## src/rtl/cfg_pkg.sv

```systemverilog
package cfg_pkg;
  typedef enum logic [1:0] {
    KEY_LOCKED = 2'd0,
    KEY_HALF   = 2'd1,
    KEY_OPEN   = 2'd2
  } key_state_t;

  // Global register numbers; hosts decode these positions.
  localparam logic [7:0] REG_LDN    = 8'h07;
  localparam logic [7:0] REG_DID_HI = 8'h20;
  localparam logic [7:0] REG_DID_LO = 8'h21;
  localparam logic [7:0] REG_REV    = 8'h22;
  localparam logic [7:0] REG_MID_HI = 8'h23;
  localparam logic [7:0] REG_MID_LO = 8'h24;
endpackage

```

## src/rtl/cfg_key_fsm.sv

```systemverilog
module cfg_key_fsm #(
  parameter int          DW         = 8,
  parameter logic [DW-1:0] UNLOCK_KEY = 8'h87,
  parameter logic [DW-1:0] LOCK_KEY   = 8'hAA
) (
  input  logic          clk,
  input  logic          rst,
  input  logic          idx_wr,
  input  logic [DW-1:0] wdata,
  output logic          open,
  output logic          half
);
  import cfg_pkg::*;

  key_state_t state_q, state_d;

  always_comb begin
    state_d = state_q;
    if (idx_wr) begin
      unique case (state_q)
        KEY_LOCKED: state_d = (wdata == UNLOCK_KEY) ? KEY_HALF : KEY_LOCKED;
        KEY_HALF:   state_d = (wdata == UNLOCK_KEY) ? KEY_OPEN : KEY_LOCKED;
        KEY_OPEN:   state_d = (wdata == LOCK_KEY)   ? KEY_LOCKED : KEY_OPEN;
        default:    state_d = KEY_LOCKED;
      endcase
    end
  end

  always_ff @(posedge clk) begin
    if (rst) state_q <= KEY_LOCKED;
    else     state_q <= state_d;
  end

  assign open = (state_q == KEY_OPEN);
  assign half = (state_q == KEY_HALF);
endmodule

```

## src/rtl/cfg_global_regs.sv

```systemverilog
module cfg_global_regs #(
  parameter int            DW       = 8,
  parameter logic [DW-1:0] LOCK_KEY = 8'hAA,
  parameter logic [2*DW-1:0] DEV_ID = 16'h0A5C,
  parameter logic [2*DW-1:0] MAN_ID = 16'h1934,
  parameter logic [DW-1:0] REV_ID   = 8'h03,
  parameter logic [DW-1:0] LDN_RST  = 8'h00
) (
  input  logic          clk,
  input  logic          rst,
  input  logic          open,
  input  logic          idx_wr,
  input  logic          dat_wr,
  input  logic [DW-1:0] wdata,
  output logic [DW-1:0] index,
  output logic [DW-1:0] ldn,
  output logic          glb_hit,
  output logic [DW-1:0] glb_rdata
);
  import cfg_pkg::*;

  always_ff @(posedge clk) begin
    if (rst) begin
      index <= '0;
      ldn   <= LDN_RST;
    end else begin
      if (idx_wr && open && (wdata != LOCK_KEY)) index <= wdata;
      if (dat_wr && open && (index == DW'(REG_LDN))) ldn <= wdata;
    end
  end

  always_comb begin
    glb_hit   = 1'b1;
    glb_rdata = '1;
    unique case (index)
      DW'(REG_LDN):    glb_rdata = ldn;
      DW'(REG_DID_HI): glb_rdata = DEV_ID[2*DW-1:DW];
      DW'(REG_DID_LO): glb_rdata = DEV_ID[DW-1:0];
      DW'(REG_REV):    glb_rdata = REV_ID;
      DW'(REG_MID_HI): glb_rdata = MAN_ID[2*DW-1:DW];
      DW'(REG_MID_LO): glb_rdata = MAN_ID[DW-1:0];
      default:         glb_hit   = 1'b0;
    endcase
  end
endmodule

```

## src/rtl/keyed_cfg_window.sv

```systemverilog
module keyed_cfg_window #(
  parameter int              DW         = 8,
  parameter logic [DW-1:0]   UNLOCK_KEY = 8'h87,
  parameter logic [DW-1:0]   LOCK_KEY   = 8'hAA,
  parameter logic [2*DW-1:0] DEV_ID     = 16'h0A5C,
  parameter logic [2*DW-1:0] MAN_ID     = 16'h1934,
  parameter logic [DW-1:0]   REV_ID     = 8'h03,
  parameter logic [DW-1:0]   LDN_RST    = 8'h00,
  parameter logic [DW-1:0]   FWD_BASE   = 8'h30
) (
  input  logic          clk,
  input  logic          rst,
  input  logic          io_wr,
  input  logic          io_rd,
  input  logic          io_addr,
  input  logic [DW-1:0] io_wdata,
  output logic [DW-1:0] io_rdata,
  output logic [DW-1:0] lb_dev,
  output logic [DW-1:0] lb_addr,
  output logic [DW-1:0] lb_wdata,
  output logic          lb_we,
  input  logic [DW-1:0] lb_rdata
);
  logic          idx_wr, dat_wr;
  logic          key_open, key_half;
  logic [DW-1:0] index, ldn, glb_rdata, rd_val;
  logic          glb_hit, fwd_hit;

  assign idx_wr = io_wr & ~io_addr;
  assign dat_wr = io_wr &  io_addr;

  cfg_key_fsm #(.DW(DW), .UNLOCK_KEY(UNLOCK_KEY), .LOCK_KEY(LOCK_KEY)) u_key (
    .clk(clk), .rst(rst), .idx_wr(idx_wr), .wdata(io_wdata),
    .open(key_open), .half(key_half)
  );

  cfg_global_regs #(
    .DW(DW), .LOCK_KEY(LOCK_KEY), .DEV_ID(DEV_ID), .MAN_ID(MAN_ID),
    .REV_ID(REV_ID), .LDN_RST(LDN_RST)
  ) u_regs (
    .clk(clk), .rst(rst), .open(key_open), .idx_wr(idx_wr), .dat_wr(dat_wr),
    .wdata(io_wdata), .index(index), .ldn(ldn),
    .glb_hit(glb_hit), .glb_rdata(glb_rdata)
  );

  assign fwd_hit = (index >= FWD_BASE);

  always_comb begin
    if (!key_open)    rd_val = '1;
    else if (!io_addr) rd_val = index;
    else if (glb_hit) rd_val = glb_rdata;
    else if (fwd_hit) rd_val = lb_rdata;
    else              rd_val = '1;
  end

  always_ff @(posedge clk) begin
    if (rst) begin
      io_rdata <= '0;
      lb_we    <= 1'b0;
      lb_wdata <= '0;
    end else begin
      lb_we <= dat_wr & key_open & fwd_hit;
      if (dat_wr && key_open && fwd_hit) lb_wdata <= io_wdata;
      if (io_rd) io_rdata <= rd_val;
    end
  end

  assign lb_addr = index;
  assign lb_dev  = ldn;
endmodule

```

## config.mk

```make
export PLATFORM = sky130hd
export DESIGN_NAME = keyed_cfg_window
export DESIGN_NICKNAME = d
export VERILOG_FILES = /design/src/rtl/cfg_pkg.sv /design/src/rtl/cfg_key_fsm.sv /design/src/rtl/cfg_global_regs.sv /design/src/rtl/keyed_cfg_window.sv
export SDC_FILE = /design/constraint.sdc
export NUM_CORES = 1
export LEC_CHECK = 0
export BUFFER_PORTS_ARGS = -buffer_cell sky130_fd_sc_hd__buf_2
export CORE_MARGIN = 5
export CORE_UTILIZATION = 50
export DETAILED_ROUTE_END_ITERATION = 6
export PLACE_DENSITY = 0.9
export SLEW_MARGIN = 20
export SYNTH_ARGS = -nofsm -noshare
export SYNTH_HDL_FRONTEND = slang
export SYNTH_SLANG_ARGS = --single-unit
```

## constraint.sdc

```tcl
create_clock -name clk -period 2.1 [get_ports clk]
set_clock_uncertainty 0.15 [all_clocks]
set_input_delay 0.21 -clock clk [delete_from_list [all_inputs] [get_ports clk]]
set_output_delay 0.21 -clock clk [all_outputs]
set_load 0.02 [all_outputs]
```

==> impl_metrics.prom <==
# TYPE chip_impl_metric gauge
chip_impl_metric{name="clkTransAtPathRegs",unit="ns"} 0.12
chip_impl_metric{name="first_global_vias",unit=""} 1577
chip_impl_metric{name="cts_made_buffers",unit=""} 5
chip_impl_metric{name="place.detailed.hpwl",unit="um"} 3460
chip_impl_metric{name="row_count",unit=""} 21
chip_impl_metric{name="grt_overflow_total",unit=""} 0
chip_impl_metric{name="worstPathBufferInverterCount",unit=""} 0
chip_impl_metric{name="setup_total_negative_slack",unit="ns"} 0
chip_impl_metric{name="aggregate_global_route_resource_usage",unit=""} 0.222
chip_impl_metric{name="pin_count_of_the_biggest_net_entering_global_routing",unit=""} 36
chip_impl_metric{name="finalCriticalPeriod",unit="ns"} 1.94
chip_impl_metric{name="drv.max_cap_violation_count",unit=""} 0
chip_impl_metric{name="worstSetupPathDepth",unit=""} 4
chip_impl_metric{name="drc_errors",unit=""} 0
chip_impl_info{name="cp-start-kind",value="flop"} 1
chip_impl_metric{name="io-pin-count",unit=""} 54
chip_impl_info{name="timing.critical_path.slowest_stage_cell",value="or4_4"} 1
chip_impl_metric{name="detail_route.wirelength",unit="um"} 4760
chip_impl_metric{name="finish.utilization",unit=""} 0.655
chip_impl_metric{name="sink_count_of_the_clock_tree",unit=""} 35
chip_impl_metric{name="worst_skew_pair.late_latency",unit="ns"} 0.35
chip_impl_metric{name="design.final.nets",unit=""} 272
chip_impl_metric{name="vdd_ir_drop_max",unit="mV"} 0.390
chip_impl_metric{name="synth.cell_area",unit="um^2"} 1710
chip_impl_metric{name="worst-path-max-fanout",unit=""} 9
chip_impl_metric{name="worst_slew_pin_slew",unit="ns"} 0.634
chip_impl_metric{name="timing.critical_path.arrival",unit="ns"} 1.99
chip_impl_info{name="worst_reg2reg_path_startpoint",value="u_regs.index[7]"} 1
chip_impl_info{name="timing.rr.end",value="io_rdata[2]"} 1
chip_impl_metric{name="chipWidth",unit="um"} 68.5
chip_impl_metric{name="clock_tree.buffer_depth",unit=""} 2
chip_impl_metric{name="design.core.area",unit="um^2"} 3340
chip_impl_info{name="worst_setup_path_endpoint",value="io_rdata[2]"} 1
chip_impl_metric{name="die_h",unit="um"} 68.5
chip_impl_metric{name="final_hold_viol_count",unit=""} 0
chip_impl_metric{name="gp_routability_congestion",unit=""} 0.924
chip_impl_metric{name="yosysWarnings",unit=""} 0
chip_impl_metric{name="power_density",unit="nW/um^2"} 591
chip_impl_metric{name="grt_antenna_before_repair",unit=""} 0
chip_impl_metric{name="final_min_period_over_clock_period",unit=""} 0.925
chip_impl_metric{name="synth_sequential_area_ratio",unit=""} 0.409
chip_impl_metric{name="r2r_setup_slack",unit="ns"} 0.16
chip_impl_info{name="most_common_cell_after_layout_fill_and_taps_aside",value="buf_2"} 1
chip_impl_metric{name="maxSlewHeadroom",unit=""} 0.577
chip_impl_metric{name="vias",unit=""} 1657
chip_impl_metric{name="post-synth-top-area-fraction",unit=""} 0.409
chip_impl_info{name="outcome",value="finished, final reports clean"} 1
chip_impl_metric{name="num_antenna_cells",unit=""} 0
chip_impl_metric{name="crit_required",unit="ns"} 2.15
chip_impl_info{name="mostFrequentLayoutCells",value="53 x buf_2, 37 x nor2_1, 34 x dfxtp_1"} 1
chip_impl_metric{name="crit_path_max_incr_delay",unit="ns"} 0.63
chip_impl_info{name="critical_path.endpoint_type",value="flop"} 1
chip_impl_metric{name="drt-initial-drc-count",unit=""} 139
chip_impl_metric{name="post_syn_nets",unit=""} 212
chip_impl_metric{name="syn_area_per_cell",unit="um^2"} 8.97
chip_impl_info{name="timing_worst_setup_path_type",value="flop to flop"} 1
chip_impl_info{name="ctsRootBufferMaster",value="clkbuf_4"} 1
chip_impl_info{name="synth.largest_area_cell",value="dfxtp_1"} 1
chip_impl_info{name="clock_tree_from_tritoncts",value="yes"} 1
chip_impl_metric{name="power_leakage",unit="nW"} 0.909
chip_impl_metric{name="synth.distinct_cells",unit=""} 42
chip_impl_metric{name="postSynthRegisterBits",unit=""} 35
chip_impl_info{name="rsz0062_at_grt",value="false"} 1
chip_impl_metric{name="cts-htree-levels",unit=""} 2
chip_impl_metric{name="reg2regPathDepth",unit=""} 4
chip_impl_metric{name="ant_nets",unit=""} 0
chip_impl_metric{name="total_power",unit="mW"} 1.29
chip_impl_metric{name="vias_per_cell",unit=""} 5.56
chip_impl_metric{name="numPortBuffers",unit=""} 53
chip_impl_info{name="critical-path-top-delay-family",value="simple AND/OR/NAND/NOR gates"} 1
chip_impl_metric{name="final-max-slew-violation-count",unit=""} 0
chip_impl_info{name="synth_area_leaders",value="dfxtp_1 41%, mux2i_1 13%, nor2_1 8.1%"} 1
chip_impl_metric{name="worst_hold_margin",unit="ns"} 0.0260
chip_impl_metric{name="setup_violations",unit=""} 0
chip_impl_metric{name="die_area",unit="um^2"} 4700
chip_impl_info{name="worstHoldPathType",value="input pin to flop"} 1
chip_impl_metric{name="grt_first_pass_wirelength",unit="um"} 7620
chip_impl_metric{name="floorplan.initialDensity",unit=""} 0.513
chip_impl_metric{name="synthToLayoutAreaGrowth",unit="%"} 27.6
chip_impl_info{name="path_cells",value="or4_4 > nor3b_4 > o2111a_1 > a2111oi_1"} 1
chip_impl_metric{name="routedWlPerCell",unit="um"} 16.0
chip_impl_metric{name="drt-pass1-iter-count",unit=""} 4
chip_impl_metric{name="timing.fmax",unit="MHz"} 515
chip_impl_metric{name="drive_gt1_frac",unit=""} 0.317
chip_impl_metric{name="number_of_instances_in_the_synthesized_netlist",unit=""} 191
chip_impl_info{name="setup_crit_start",value="u_regs.index[7]"} 1
[cell families (layout without fill, tap and decap cells)]
logic type | after synthesis | after routing | synth area share
AO/OA/AOI/OAI | 36 | 36 | 0.155
XOR/XNOR | 1 | 1 | 0.00511
buffers and inverters | 18 | 79 | 0.0446
flip-flops | 35 | 35 | 0.409
multiplexers | 23 | 23 | 0.135
AND/OR/NAND/NOR | 78 | 78 | 0.251
[layer usage]
metal  up-vias  global-route usage  share of wire
met5         -                   0              0
li1        811                   -              -
met1       768               0.280           0.43
met3         4              0.0567          0.084
met4         0              0.0596         0.0055
met2        74               0.372           0.48
[synthesized netlist by cell type, drive strengths merged]
master,n
nor2,38
dfxtp,35
mux2i,22
clkbuf,11
nor3,10
a21oi,8
nand2b,7
o22ai,7
inv,5
nand4b,4
nor2b,4
o21ai,4
a2111oi,3
a211o,3
a31oi,3
or3,3
a221oi,2
buf,2
nand2,2
nor3b,2
a211oi,1
a22o,1
a2bb2oi,1
a41oi,1
and3b,1
and4b,1
and4bb,1
mux2,1
nand3b,1
nand4,1
nand4bb,1
nor4,1
o2111a,1
o2111ai,1
or4,1
xor2,1
[power by group]
part | leakage (nW) | switching (mW) | internal, mW | total [mW]
sequential | 0.285 | 0.00483 | 0.675 | 0.680
clock | 0.0418 | 0.245 | 0.254 | 0.499
combinational | 0.582 | 0.0665 | 0.0461 | 0.113
total | 0.909 | 0.316 | 0.975 | 1.29
[what timing repair did]
action	4_1_cts	5_1_grt
buffers inserted	0	0
resized for setup	0	4
hold buffers	4	0
endpoints found under the hold margin	6	0
endpoints found under the setup margin	0	1
[worst min-delay path by stage]
stage                      from         endpoint  slack (ns)  cells after the start
finish              io_wdata[6]  u_regs.index[6]        0.03                      3
global route        io_wdata[0]    u_regs.ldn[0]        0.04                      3
CTS                 io_wdata[6]  u_regs.index[6]        0.01                      3
detailed placement  lb_wdata[1]      lb_wdata[1]        0.33                      2
global placement    lb_wdata[5]      lb_wdata[5]        0.32                      2
floorplan           io_wdata[0]    u_regs.ldn[0]        0.21                      2
[sequential cells by signal (all words and copies together) (netlist names)]
| name | cells |
|---|---|
| io_rdata | 8 |
| u_key.state_q | 2 |
| u_regs.index | 8 |
| u_regs.ldn | 8 |
| lb_we | 1 |
| lb_wdata | 8 |
[cell type report]
| cell class | count | area, um^2 |
|---|---|---|
| Sequential cell | 35 | 702 |
| Clock buffer | 5 | 37.5 |
| Multi-Input combinational cell | 138 | 951 |
| Timing Repair Buffer | 66 | 373 |
| Clock inverter | 3 | 46.3 |
| Inverter | 5 | 18.8 |
| Fill cell | 294 | 1150 |
| Tap cell | 46 | 57.6 |
[metrics by stage]
step           cells  setup slack (ns)  area (um^2)
3_3_place_gp     286             0.185         2050
3_5_place_dp     286             0.122         2050
2_1_floorplan    191             0.104         1710
6_report         298             0.158         2190
5_1_grt          298            0.0692         2190
4_1_cts          298            0.0893         2170
[worst reg2reg max path: stages, from the launching register on]
cell	delay, ns
dfxtp_1	0.41
or4_4	0.63
nor3b_4	0.32
o2111a_1	0.24
a2111oi_1	0.05
Power figures use the tool's default switching activity.
